--- config.mk ---
export PLATFORM = sky130hd
export DESIGN_NAME = boot_reset_seq
export DESIGN_NICKNAME = d
export VERILOG_FILES = /design/src/rtl/rstseq_pkg.sv /design/src/rtl/rstseq_sync.sv /design/src/rtl/rstseq_glitch_filter.sv /design/src/rtl/rstseq_release_ctrl.sv /design/src/rtl/rstseq_flash_guard.sv /design/src/rtl/boot_reset_seq.sv
export SDC_FILE = /design/constraint.sdc
export NUM_CORES = 1
export LEC_CHECK = 0
export BUFFER_PORTS_ARGS = -buffer_cell sky130_fd_sc_hd__buf_2
export CAP_MARGIN = 20
export CORE_MARGIN = 5
export CORE_UTILIZATION = 51
export CTS_BUF_LIST = sky130_fd_sc_hd__clkbuf_16
export DETAILED_ROUTE_END_ITERATION = 8
export PLACE_DENSITY = 0.87
export SETUP_SLACK_MARGIN = 0.15
export SYNTH_ARGS = -nofsm -noshare
export SYNTH_HDL_FRONTEND = slang
export SYNTH_SLANG_ARGS = --single-unit
--- constraint.sdc ---
create_clock -name clk -period 2.05 [get_ports clk]
set_input_delay 0.1025 -clock clk [delete_from_list [all_inputs] [get_ports clk]]
set_output_delay 0.1025 -clock clk [all_outputs]
set_load 0.02 [all_outputs]
--- src/rtl/rstseq_pkg.sv ---
package rstseq_pkg;

    typedef enum logic [1:0] {
        ST_HOLD       = 2'd0,
        ST_EXT_WAIT   = 2'd1,
        ST_FLASH_WAIT = 2'd2,
        ST_RUN        = 2'd3
    } seq_state_e;

    typedef struct packed {
        logic core_rst;
        logic hold_cancel;
        logic pin_tristate;
        logic cfg_pullup;
    } rst_ctl_t;

    localparam int          DLY_W        = 4;
    localparam logic [15:0] WORD_EARLY   = 16'hFFFF;
    localparam logic [15:0] WORD_LATE    = 16'h009B;
    localparam logic [15:0] WORD_IDLE    = 16'h0000;
    localparam logic [DLY_W-1:0] DLY_MIN = 4'd3;

    // Release delay in clocks: setting plus one, never below three.
    function automatic logic [DLY_W-1:0] release_delay(input logic [2:0] cfg);
        logic [DLY_W-1:0] d;
        d = {1'b0, cfg} + 4'd1;
        return (d < DLY_MIN) ? DLY_MIN : d;
    endfunction

endpackage

--- src/rtl/rstseq_sync.sv ---
module rstseq_sync #(
    parameter int   STAGES  = 2,
    parameter logic RST_VAL = 1'b1
) (
    input  logic clk,
    input  logic rst,
    input  logic din,
    output logic dout
);
    logic [STAGES-1:0] chain_q;

    generate
        if (STAGES == 1) begin : g_single
            always_ff @(posedge clk) begin
                if (rst) chain_q <= RST_VAL;
                else     chain_q <= din;
            end
        end else begin : g_multi
            always_ff @(posedge clk) begin
                if (rst) chain_q <= {STAGES{RST_VAL}};
                else     chain_q <= {chain_q[STAGES-2:0], din};
            end
        end
    endgenerate

    assign dout = chain_q[STAGES-1];
endmodule

--- src/rtl/rstseq_glitch_filter.sv ---
module rstseq_glitch_filter #(
    parameter int   FILT_N = 4,
    parameter logic INIT   = 1'b1
) (
    input  logic clk,
    input  logic rst,
    input  logic din,
    output logic dout
);
    localparam int CW = (FILT_N < 2) ? 1 : $clog2(FILT_N);
    localparam logic [CW-1:0] LAST = CW'(FILT_N - 1);

    logic [CW-1:0] run_q;
    logic          lvl_q;

    always_ff @(posedge clk) begin
        if (rst) begin
            lvl_q <= INIT;
            run_q <= '0;
        end else if (din != lvl_q) begin
            if (run_q == LAST) begin
                lvl_q <= din;
                run_q <= '0;
            end else begin
                run_q <= run_q + 1'b1;
            end
        end else begin
            run_q <= '0;
        end
    end

    assign dout = lvl_q;

    AST_RUN_BOUNDED: assert property (@(posedge clk) disable iff (rst)
        run_q <= LAST);
    AST_FLIP_NEEDS_INPUT: assert property (@(posedge clk) disable iff (rst)
        (lvl_q != $past(lvl_q)) |-> (lvl_q == $past(din)));
endmodule

--- src/rtl/rstseq_release_ctrl.sv ---
module rstseq_release_ctrl
    import rstseq_pkg::*;
#(
    parameter int CFG_W = 8
) (
    input  logic             clk,
    input  logic             rst,
    input  logic             pin_asserted,
    input  logic             qual_low,
    input  logic             boot_ext,
    input  logic [2:0]       dly_cfg,
    input  logic             flash_init_done,
    input  logic [CFG_W-1:0] cfg_port_in,
    output rst_ctl_t         ctl,
    output logic             rst_ind_n,
    output logic             bus_abort,
    output logic [CFG_W-1:0] cfg_word,
    output logic             in_hold,
    output logic             hold_next
);
    seq_state_e       state_q, state_d;
    logic [DLY_W-1:0] wait_q;
    logic [DLY_W-1:0] dly_q;
    logic             abort_q;
    logic [CFG_W-1:0] cfg_q;
    logic             entry;

    assign entry = pin_asserted & qual_low;

    always_comb begin
        state_d = state_q;
        unique case (state_q)
            ST_HOLD:       if (!pin_asserted)
                               state_d = boot_ext ? ST_EXT_WAIT : ST_FLASH_WAIT;
            ST_EXT_WAIT:   if (wait_q == dly_q - 4'd1) state_d = ST_RUN;
            ST_FLASH_WAIT: if (flash_init_done)        state_d = ST_RUN;
            default:       state_d = ST_RUN;
        endcase
        if (entry) state_d = ST_HOLD;
    end

    always_ff @(posedge clk) begin
        if (rst) begin
            state_q <= ST_HOLD;
            wait_q  <= '0;
            dly_q   <= DLY_MIN;
            abort_q <= 1'b0;
            cfg_q   <= '0;
        end else begin
            state_q <= state_d;
            abort_q <= (state_q != ST_HOLD) && (state_d == ST_HOLD);
            if (state_q == ST_HOLD) begin
                wait_q <= '0;
                dly_q  <= release_delay(dly_cfg);
            end else if (state_q == ST_EXT_WAIT) begin
                wait_q <= wait_q + 1'b1;
            end
            if (state_d == ST_RUN && state_q != ST_RUN)
                cfg_q <= cfg_port_in;
        end
    end

    always_comb begin
        ctl.core_rst     = (state_q != ST_RUN);
        ctl.hold_cancel  = (state_q != ST_RUN);
        ctl.pin_tristate = (state_q != ST_RUN);
        ctl.cfg_pullup   = (state_q != ST_RUN);
    end

    assign rst_ind_n = (state_q == ST_RUN);
    assign bus_abort = abort_q;
    assign cfg_word  = cfg_q;
    assign in_hold   = (state_q == ST_HOLD);
    assign hold_next = (state_d == ST_HOLD);

    AST_EXT_DLY_BOUND: assert property (@(posedge clk) disable iff (rst)
        (state_q == ST_EXT_WAIT) |-> (wait_q < dly_q) && (dly_q >= DLY_MIN));
    AST_INT_NEEDS_DONE: assert property (@(posedge clk) disable iff (rst)
        (state_q == ST_RUN && $past(state_q) == ST_FLASH_WAIT)
            |-> $past(flash_init_done));
    AST_CFG_HOLD: assert property (@(posedge clk) disable iff (rst)
        (state_q == ST_RUN && $past(state_q) == ST_RUN) |-> $stable(cfg_q));
    AST_ENTRY_FROM_PINS: assert property (@(posedge clk) disable iff (rst)
        (state_q == ST_HOLD && $past(state_q) != ST_HOLD)
            |-> $past(pin_asserted && qual_low));
endmodule

--- src/rtl/rstseq_flash_guard.sv ---
module rstseq_flash_guard
    import rstseq_pkg::*;
#(
    parameter int EARLY_CYC = 16
) (
    input  logic        clk,
    input  logic        rst,
    input  logic        in_hold,
    input  logic        hold_next,
    input  logic        flash_init_done,
    output logic        ovr_en,
    output logic [15:0] ovr_data
);
    localparam int CW = $clog2(EARLY_CYC + 1);
    localparam logic [CW-1:0] EARLY_LIM = CW'(EARLY_CYC);

    logic          ready_q;
    logic [CW-1:0] age_q;

    always_ff @(posedge clk) begin
        if (rst) begin
            ready_q <= 1'b0;
            age_q   <= '0;
        end else if (hold_next) begin
            ready_q <= 1'b0;
            age_q   <= '0;
        end else if (!in_hold) begin
            if (flash_init_done) ready_q <= 1'b1;
            if (!ready_q && age_q < EARLY_LIM) age_q <= age_q + 1'b1;
        end
    end

    assign ovr_en   = !ready_q;
    assign ovr_data = ready_q           ? WORD_IDLE  :
                      (age_q < EARLY_LIM) ? WORD_EARLY : WORD_LATE;

    AST_OVR_WORDS: assert property (@(posedge clk) disable iff (rst)
        ovr_en |-> (ovr_data == WORD_EARLY || ovr_data == WORD_LATE));
    AST_PHASE_KEEPS: assert property (@(posedge clk) disable iff (rst)
        (ovr_en && !in_hold && !$past(in_hold) && $past(ovr_data) == WORD_LATE)
            |-> (ovr_data == WORD_LATE));
    AST_HOLD_CLEARS: assert property (@(posedge clk) disable iff (rst)
        in_hold |-> ovr_en);
endmodule

--- src/rtl/boot_reset_seq.sv ---
module boot_reset_seq
    import rstseq_pkg::*;
#(
    parameter int FILT_N      = 4,
    parameter int SYNC_STAGES = 2,
    parameter int EARLY_CYC   = 16,
    parameter int CFG_W       = 8
) (
    input  logic             clk,
    input  logic             rst,
    input  logic             ext_rst_n,
    input  logic             rst_qual_n,
    input  logic             boot_ext,
    input  logic [2:0]       dly_cfg,
    input  logic             flash_init_done,
    input  logic [CFG_W-1:0] cfg_port_in,
    output logic             core_rst,
    output logic             rst_ind_n,
    output logic             hold_cancel,
    output logic             bus_abort,
    output logic             pin_tristate,
    output logic             cfg_pullup_en,
    output logic [CFG_W-1:0] cfg_word,
    output logic             flash_ovr_en,
    output logic [15:0]      flash_ovr_data
);
    logic     pin_lo_s, qual_lo_s, pin_lo_f;
    logic     in_hold, hold_next;
    rst_ctl_t ctl;

    rstseq_sync #(.STAGES(SYNC_STAGES), .RST_VAL(1'b1)) u_pin_sync (
        .clk(clk), .rst(rst), .din(~ext_rst_n), .dout(pin_lo_s));

    rstseq_sync #(.STAGES(SYNC_STAGES), .RST_VAL(1'b1)) u_qual_sync (
        .clk(clk), .rst(rst), .din(~rst_qual_n), .dout(qual_lo_s));

    rstseq_glitch_filter #(.FILT_N(FILT_N), .INIT(1'b1)) u_filt (
        .clk(clk), .rst(rst), .din(pin_lo_s), .dout(pin_lo_f));

    rstseq_release_ctrl #(.CFG_W(CFG_W)) u_ctrl (
        .clk(clk), .rst(rst),
        .pin_asserted(pin_lo_f), .qual_low(qual_lo_s),
        .boot_ext(boot_ext), .dly_cfg(dly_cfg),
        .flash_init_done(flash_init_done), .cfg_port_in(cfg_port_in),
        .ctl(ctl), .rst_ind_n(rst_ind_n), .bus_abort(bus_abort),
        .cfg_word(cfg_word), .in_hold(in_hold), .hold_next(hold_next));

    rstseq_flash_guard #(.EARLY_CYC(EARLY_CYC)) u_guard (
        .clk(clk), .rst(rst), .in_hold(in_hold), .hold_next(hold_next),
        .flash_init_done(flash_init_done),
        .ovr_en(flash_ovr_en), .ovr_data(flash_ovr_data));

    assign core_rst      = ctl.core_rst;
    assign hold_cancel   = ctl.hold_cancel;
    assign pin_tristate  = ctl.pin_tristate;
    assign cfg_pullup_en = ctl.cfg_pullup;

    AST_ABORT_ON_ENTRY: assert property (@(posedge clk) disable iff (rst)
        (in_hold && !$past(in_hold)) |-> bus_abort);
    AST_ABORT_SINGLE: assert property (@(posedge clk) disable iff (rst)
        bus_abort |=> !bus_abort);
    AST_RESET_PINS: assert property (@(posedge clk) disable iff (rst)
        core_rst |-> (!rst_ind_n && pin_tristate && hold_cancel));
    AST_RUN_NEEDS_FLASH: assert property (@(posedge clk) disable iff (rst)
        in_hold |-> core_rst && flash_ovr_en);
endmodule

==> results.md <==
Clocking:
- TritonCTS built the clock tree.
- The clock tree root driver cell is clkbuf_16.
- Counting along the longest clock path gives a buffer depth of 2.
- The clock net in this run drives a total of 32 sinks.
- TritonCTS created 5 clock buffers.
- In this run the number of H-tree levels came out at 2.
- The clock reaches the later pin of the worst-skew pair after 0.28 ns.
- The clock transition at the register clock pins on the worst setup and hold paths after CTS is 0.05 ns.

Synthesis:
- The number of register bits inferred by synthesis is 32.
- The part of the Yosys area used for sequential elements is 0.391.
- The cell count after synthesis came out at 177.
- After synthesis the cells add up to 1640 um^2.
- The commonest register cell after synthesis is dfxtp_1.
- The share of synthesized flip-flops with an asynchronous set or reset is 0.
- A synthesized cell averages 9.25 um^2.
- The synthesized design contains 0 enable-type register cells.
- The number of unique standard cell types used by synthesis is 36.
- Counting every net in the synthesized netlist gives 200.
- The warning count from the yosys run is 0.

Route:
- Signal routing reaches up to met4.
- The final layout contains routed wiring with a total length of 3050 um.
- The wire length per cell after detailed routing is 11.9 um.
- In the routed layout, each cell is associated on average with a via count of 4.77.
- For this run, design rule violations remaining after detail routing come to 0.
- The detailed router placed 1,227 vias in this run.
- The count of nets left with antenna violations once routing finished came out at 0.
- Summed over all nets, wire length on met2 after detailed routing comes to 1620 um.
- The detailed router finished its first iteration with 51 violations.
- The detailed-routed wire length on met3 is 165 um.
- The number of iterations in the first detailed-routing pass is 3.
- The detailed-routing wirelength on met1 is 1200 um.

GRT:
- The number of antenna violations at the first check in global routing is 0.
- The first global-routing pass estimated 5000 um of wire.
- The sum of overflow across all layers after global routing is 0.
- In the global route stage, overall resource usage came out at 0.155.
- The via count of the first global-routing pass is 1,133.
- Entering global routing, the biggest net connects 34 pins.

Worst setup path:
- In this run the worst path has a maximum fanout of 8.
- Traced cell by cell, the critical path runs through inv_2, ha_4, xor2_1, nand3_1, o31ai_2, and3_4, buf_12, mux2i_2.
- The end of the worst register-to-register path is u_ctrl.cfg_word[2]$_SDFFE_PP0P_.
- The number of cells on the worst reg-to-reg path is 8.
- The worst-case register-to-register setup slack is 0.30 ns.
- The largest individual stage delay along the critical path comes from the cell dfxtp_2.
- Data arrives at the worst endpoint at 1.95 ns.
- The type of element capturing the critical path is a flip-flop.
- The worst setup path is of the reg -> reg kind.
- The highest cell delay on the worst timing path is 0.35 ns.
- Data on the critical path is required at its endpoint by 2.25 ns.
- The startpoint of the worst register-to-register path is u_ctrl.dly_q[0]$_SDFFE_PP1P_.
- The category of the worst setup path launch point is a flip-flop.

Pwr:
- For this design the ratio of total power to cell area is 775 nW/um^2.
- The share of total power in combinational logic is 0.051.
- The relative contribution of the clock network to total power is 0.537.
- In this run the power spent charging and discharging nets is 0.000305 W.
- Internal power comes to 0.00125 W.
- VDD sags by at most 0.443 mV.
- The leakage power total is 0.851 nW.
- Of the total power, the share spent switching nets is 0.197.
- The share of total power dissipated in sequential elements is 0.412.

Floorplan:
- After floorplanning, the core was sized to cover 3080 um^2.
- The die is 66.7 um wide.
- 48 I/O pins were placed.
- The effective utilization at floorplan is 0.532.
- The floorplan die height is 66.7 um.
- The area of the die is 4440 um^2.
- After floorplanning, the core was divided into 20 placement rows.

Run status:
- The run finished with clean final reports.

STA:
- Across all setup checks in the final design, the least slack found is 0.296 ns.
- The final worst clock skew is 0.00212 ns.
- The clock period minus worst slack is 1.75 ns.
- Setup repair after global routing left no endpoint under its margin.
- The actual slew at the worst max-slew pin is 0.511 ns.
- In this run the tightest slew margin relative to its limit is 0.659.
- Setup violations remaining at the end of the flow were counted as 0.
- In the finished design, the share of the clock period the worst path needs comes to 0.856.
- The number of max-slew violations in the final report is 0.
- The maximum achievable frequency is 570 MHz.
- Adding up every negative setup slack in the final design gives 0 ns.
- The final hold violation count came to 0.
- Final hold analysis gives a worst-case slack of 0.0920 ns.

Layout:
- In the final layout, the share of cells above drive strength 1 is 0.380.
- The net count of the finished layout is 235.
- 0 antenna diodes ended up in the layout.
- The filler cells instantiated in the layout total 269.
- The final instance area is 2000 um^2.
- From synthesis to final layout, the design area changed by 22.1%.

Hold path:
- The min-delay analysis places its worst path in the category in -> reg.
- The endpoint of the worst hold path is u_ctrl.cfg_word[4]$_SDFFE_PP0P_.
- Counting instances, the worst hold path has a depth of 3.
- The worst hold path begins at cfg_port_in[4].

Place:
- The placement-stage cell area is 1780 um^2.
- Once detailed placement completed, the half-perimeter wirelength came to 2120 um.
- Input and output buffers added on the ports amount to 47.
- The worst slack after detailed placement is 0.140 ns.
- At the end of routability-driven placement, the weighted congestion stood at 0.761.

Run:
- The tool flagged a number of max-cap violations equal to 0.
[power groups by stage]
stage / Clock (W) / Combinational, W / Sequential, W
2_1_floorplan: 0 / 0.0000474 / 0.000649
5_1_grt: 0.000876 / 0.0000894 / 0.000639
4_1_cts: 0.000851 / 0.0000749 / 0.000638
3_5_place_dp: 0 / 0.0000707 / 0.000651
6_report: 0.000832 / 0.0000796 / 0.000639
3_3_place_gp: 0 / 0.0000689 / 0.000650
[worst max-delay path, delay by kind of cell, from the launching register on]
kind	cells	cell delay, ns
XOR/XNOR	1	0.14
AO/OA/AOI/OAI	1	0.22
buffers and inverters	2	0.19
AND/OR/NAND/NOR	2	0.32
multiplexers	1	0.20
adder cells (fa/ha/maj)	1	0.26
flip-flops	1	0.35
[synthesized netlist by cell type (2+ instances only)]
master | instances | share of area
nand3b_1 | 2 | 0.0092
a21oi_1 | 6 | 0.018
mux2i_1 | 10 | 0.061
buf_4 | 18 | 0.083
a22oi_1 | 2 | 0.0092
buf_6 | 2 | 0.014
or2b_2 | 7 | 0.037
xor2_1 | 4 | 0.021
nand2b_1 | 12 | 0.046
inv_1 | 7 | 0.016
xnor2_1 | 7 | 0.037
or2_2 | 4 | 0.015
nor2b_1 | 3 | 0.011
dfxtp_1 | 32 | 0.39
nand3_1 | 2 | 0.0061
clkbuf_1 | 2 | 0.0046
and3_1 | 2 | 0.0076
a211oi_1 | 2 | 0.0092
buf_2 | 2 | 0.0061
nand2_1 | 6 | 0.014
o21ai_0 | 4 | 0.012
ha_1 | 6 | 0.046
nor2_1 | 20 | 0.046
nor3_2 | 2 | 0.012
nand4_1 | 2 | 0.0076
[layout make-up]
| cell class | instances | area [um^2] | share of cell area |
|---|---|---|---|
| Tap cell | 44 | 55.1 | 0.0275 |
| Sequential cell | 32 | 643 | 0.322 |
| Multi-Input combinational cell | 114 | 817 | 0.409 |
| Inverter | 7 | 26.3 | 0.0131 |
| Timing Repair Buffer | 52 | 290 | 0.145 |
| Clock buffer | 5 | 125 | 0.0626 |
| Clock inverter | 3 | 42.5 | 0.0213 |
[metal layers]
layer  global-route usage  vias up
li1                     -      637
met1                0.159      558
met2                0.266       25
met3               0.0607        7
met4               0.0838        0
met5                    0        -
[cells in the final DEF (no fill, tap or decap), drive strengths merged, types with 2 or more instances in the layout]
master and n:
nand2b 12, xnor2 7, a211oi 2, buf 50, clkbuf 5, nand4 2
nand2 6, a22oi 2, xor2 4, a21oi 6, or2 4, inv 7
nor2 21, nand3b 2, dfxtp 32, nor3 3, ha 6, or2b 7
and3 2, dlygate4sd3 2, nand3 2, o21ai 4, mux2i 10, nor2b 4
[how the worst max path moves through the flow]
stage                                  from                         endpoint  slack [ns]  depth (start not counted)
2_1_floorplan  u_ctrl.dly_q[0]$_SDFFE_PP1P_  u_ctrl.cfg_word[0]$_SDFFE_PP0P_        0.32                          8
3_3_place_gp   u_ctrl.dly_q[0]$_SDFFE_PP1P_  u_ctrl.cfg_word[4]$_SDFFE_PP0P_        0.23                          8
3_5_place_dp   u_ctrl.dly_q[0]$_SDFFE_PP1P_  u_ctrl.cfg_word[1]$_SDFFE_PP0P_        0.14                          8
4_1_cts        u_ctrl.dly_q[0]$_SDFFE_PP1P_  u_ctrl.cfg_word[2]$_SDFFE_PP0P_        0.15                          8
5_1_grt        u_ctrl.dly_q[0]$_SDFFE_PP1P_  u_ctrl.cfg_word[2]$_SDFFE_PP0P_        0.16                          8
6_report       u_ctrl.dly_q[0]$_SDFFE_PP1P_  u_ctrl.cfg_word[2]$_SDFFE_PP0P_        0.30                          8
[state kept, by name, indices dropped and copies added, names as in the netlist]
register,count
u_ctrl.cfg_word,8
u_guard.age_q,5
u_ctrl.dly_q,4
u_ctrl.wait_q,4
u_ctrl.state_q,2
u_filt.run_q,2
u_pin_sync.chain_q,2
u_qual_sync.chain_q,2
u_ctrl.bus_abort,1
u_filt.dout,1
u_guard.ready_q,1
[repair_timing]
item / CTS / global route
endpoints found under the hold margin: 2 / 0
setup buffers: 0 / 1
endpoints found under the setup margin: 4 / 8
pin swaps: 0 / 3
hold buffers: 2 / 0
gates resized for setup: 1 / 6
[per-stage QoR]
step           std cells  power [W]  utilization
2_1_floorplan        177   0.000697            -
3_3_place_gp         246   0.000719        0.578
3_5_place_dp         246   0.000722        0.578
4_1_cts              256    0.00156        0.641
5_1_grt              257    0.00160        0.650
6_report             257    0.00155        0.650
[cells by family (layout without fill, tap and decap cells)]
logic type / after synthesis / count (layout) / share of synthesized area
AOI/OAI and AO/OA: 20 / 20 / 0.0810
xor gates and xnor gates: 11 / 11 / 0.0588
adders and majority gates: 6 / 6 / 0.0458
buffers and inverters: 31 / 67 / 0.123
DFF: 32 / 32 / 0.391
muxes: 10 / 10 / 0.0611
and+or+nand+nor: 67 / 67 / 0.239
Note: power is estimated with default switching activity, not from simulation.
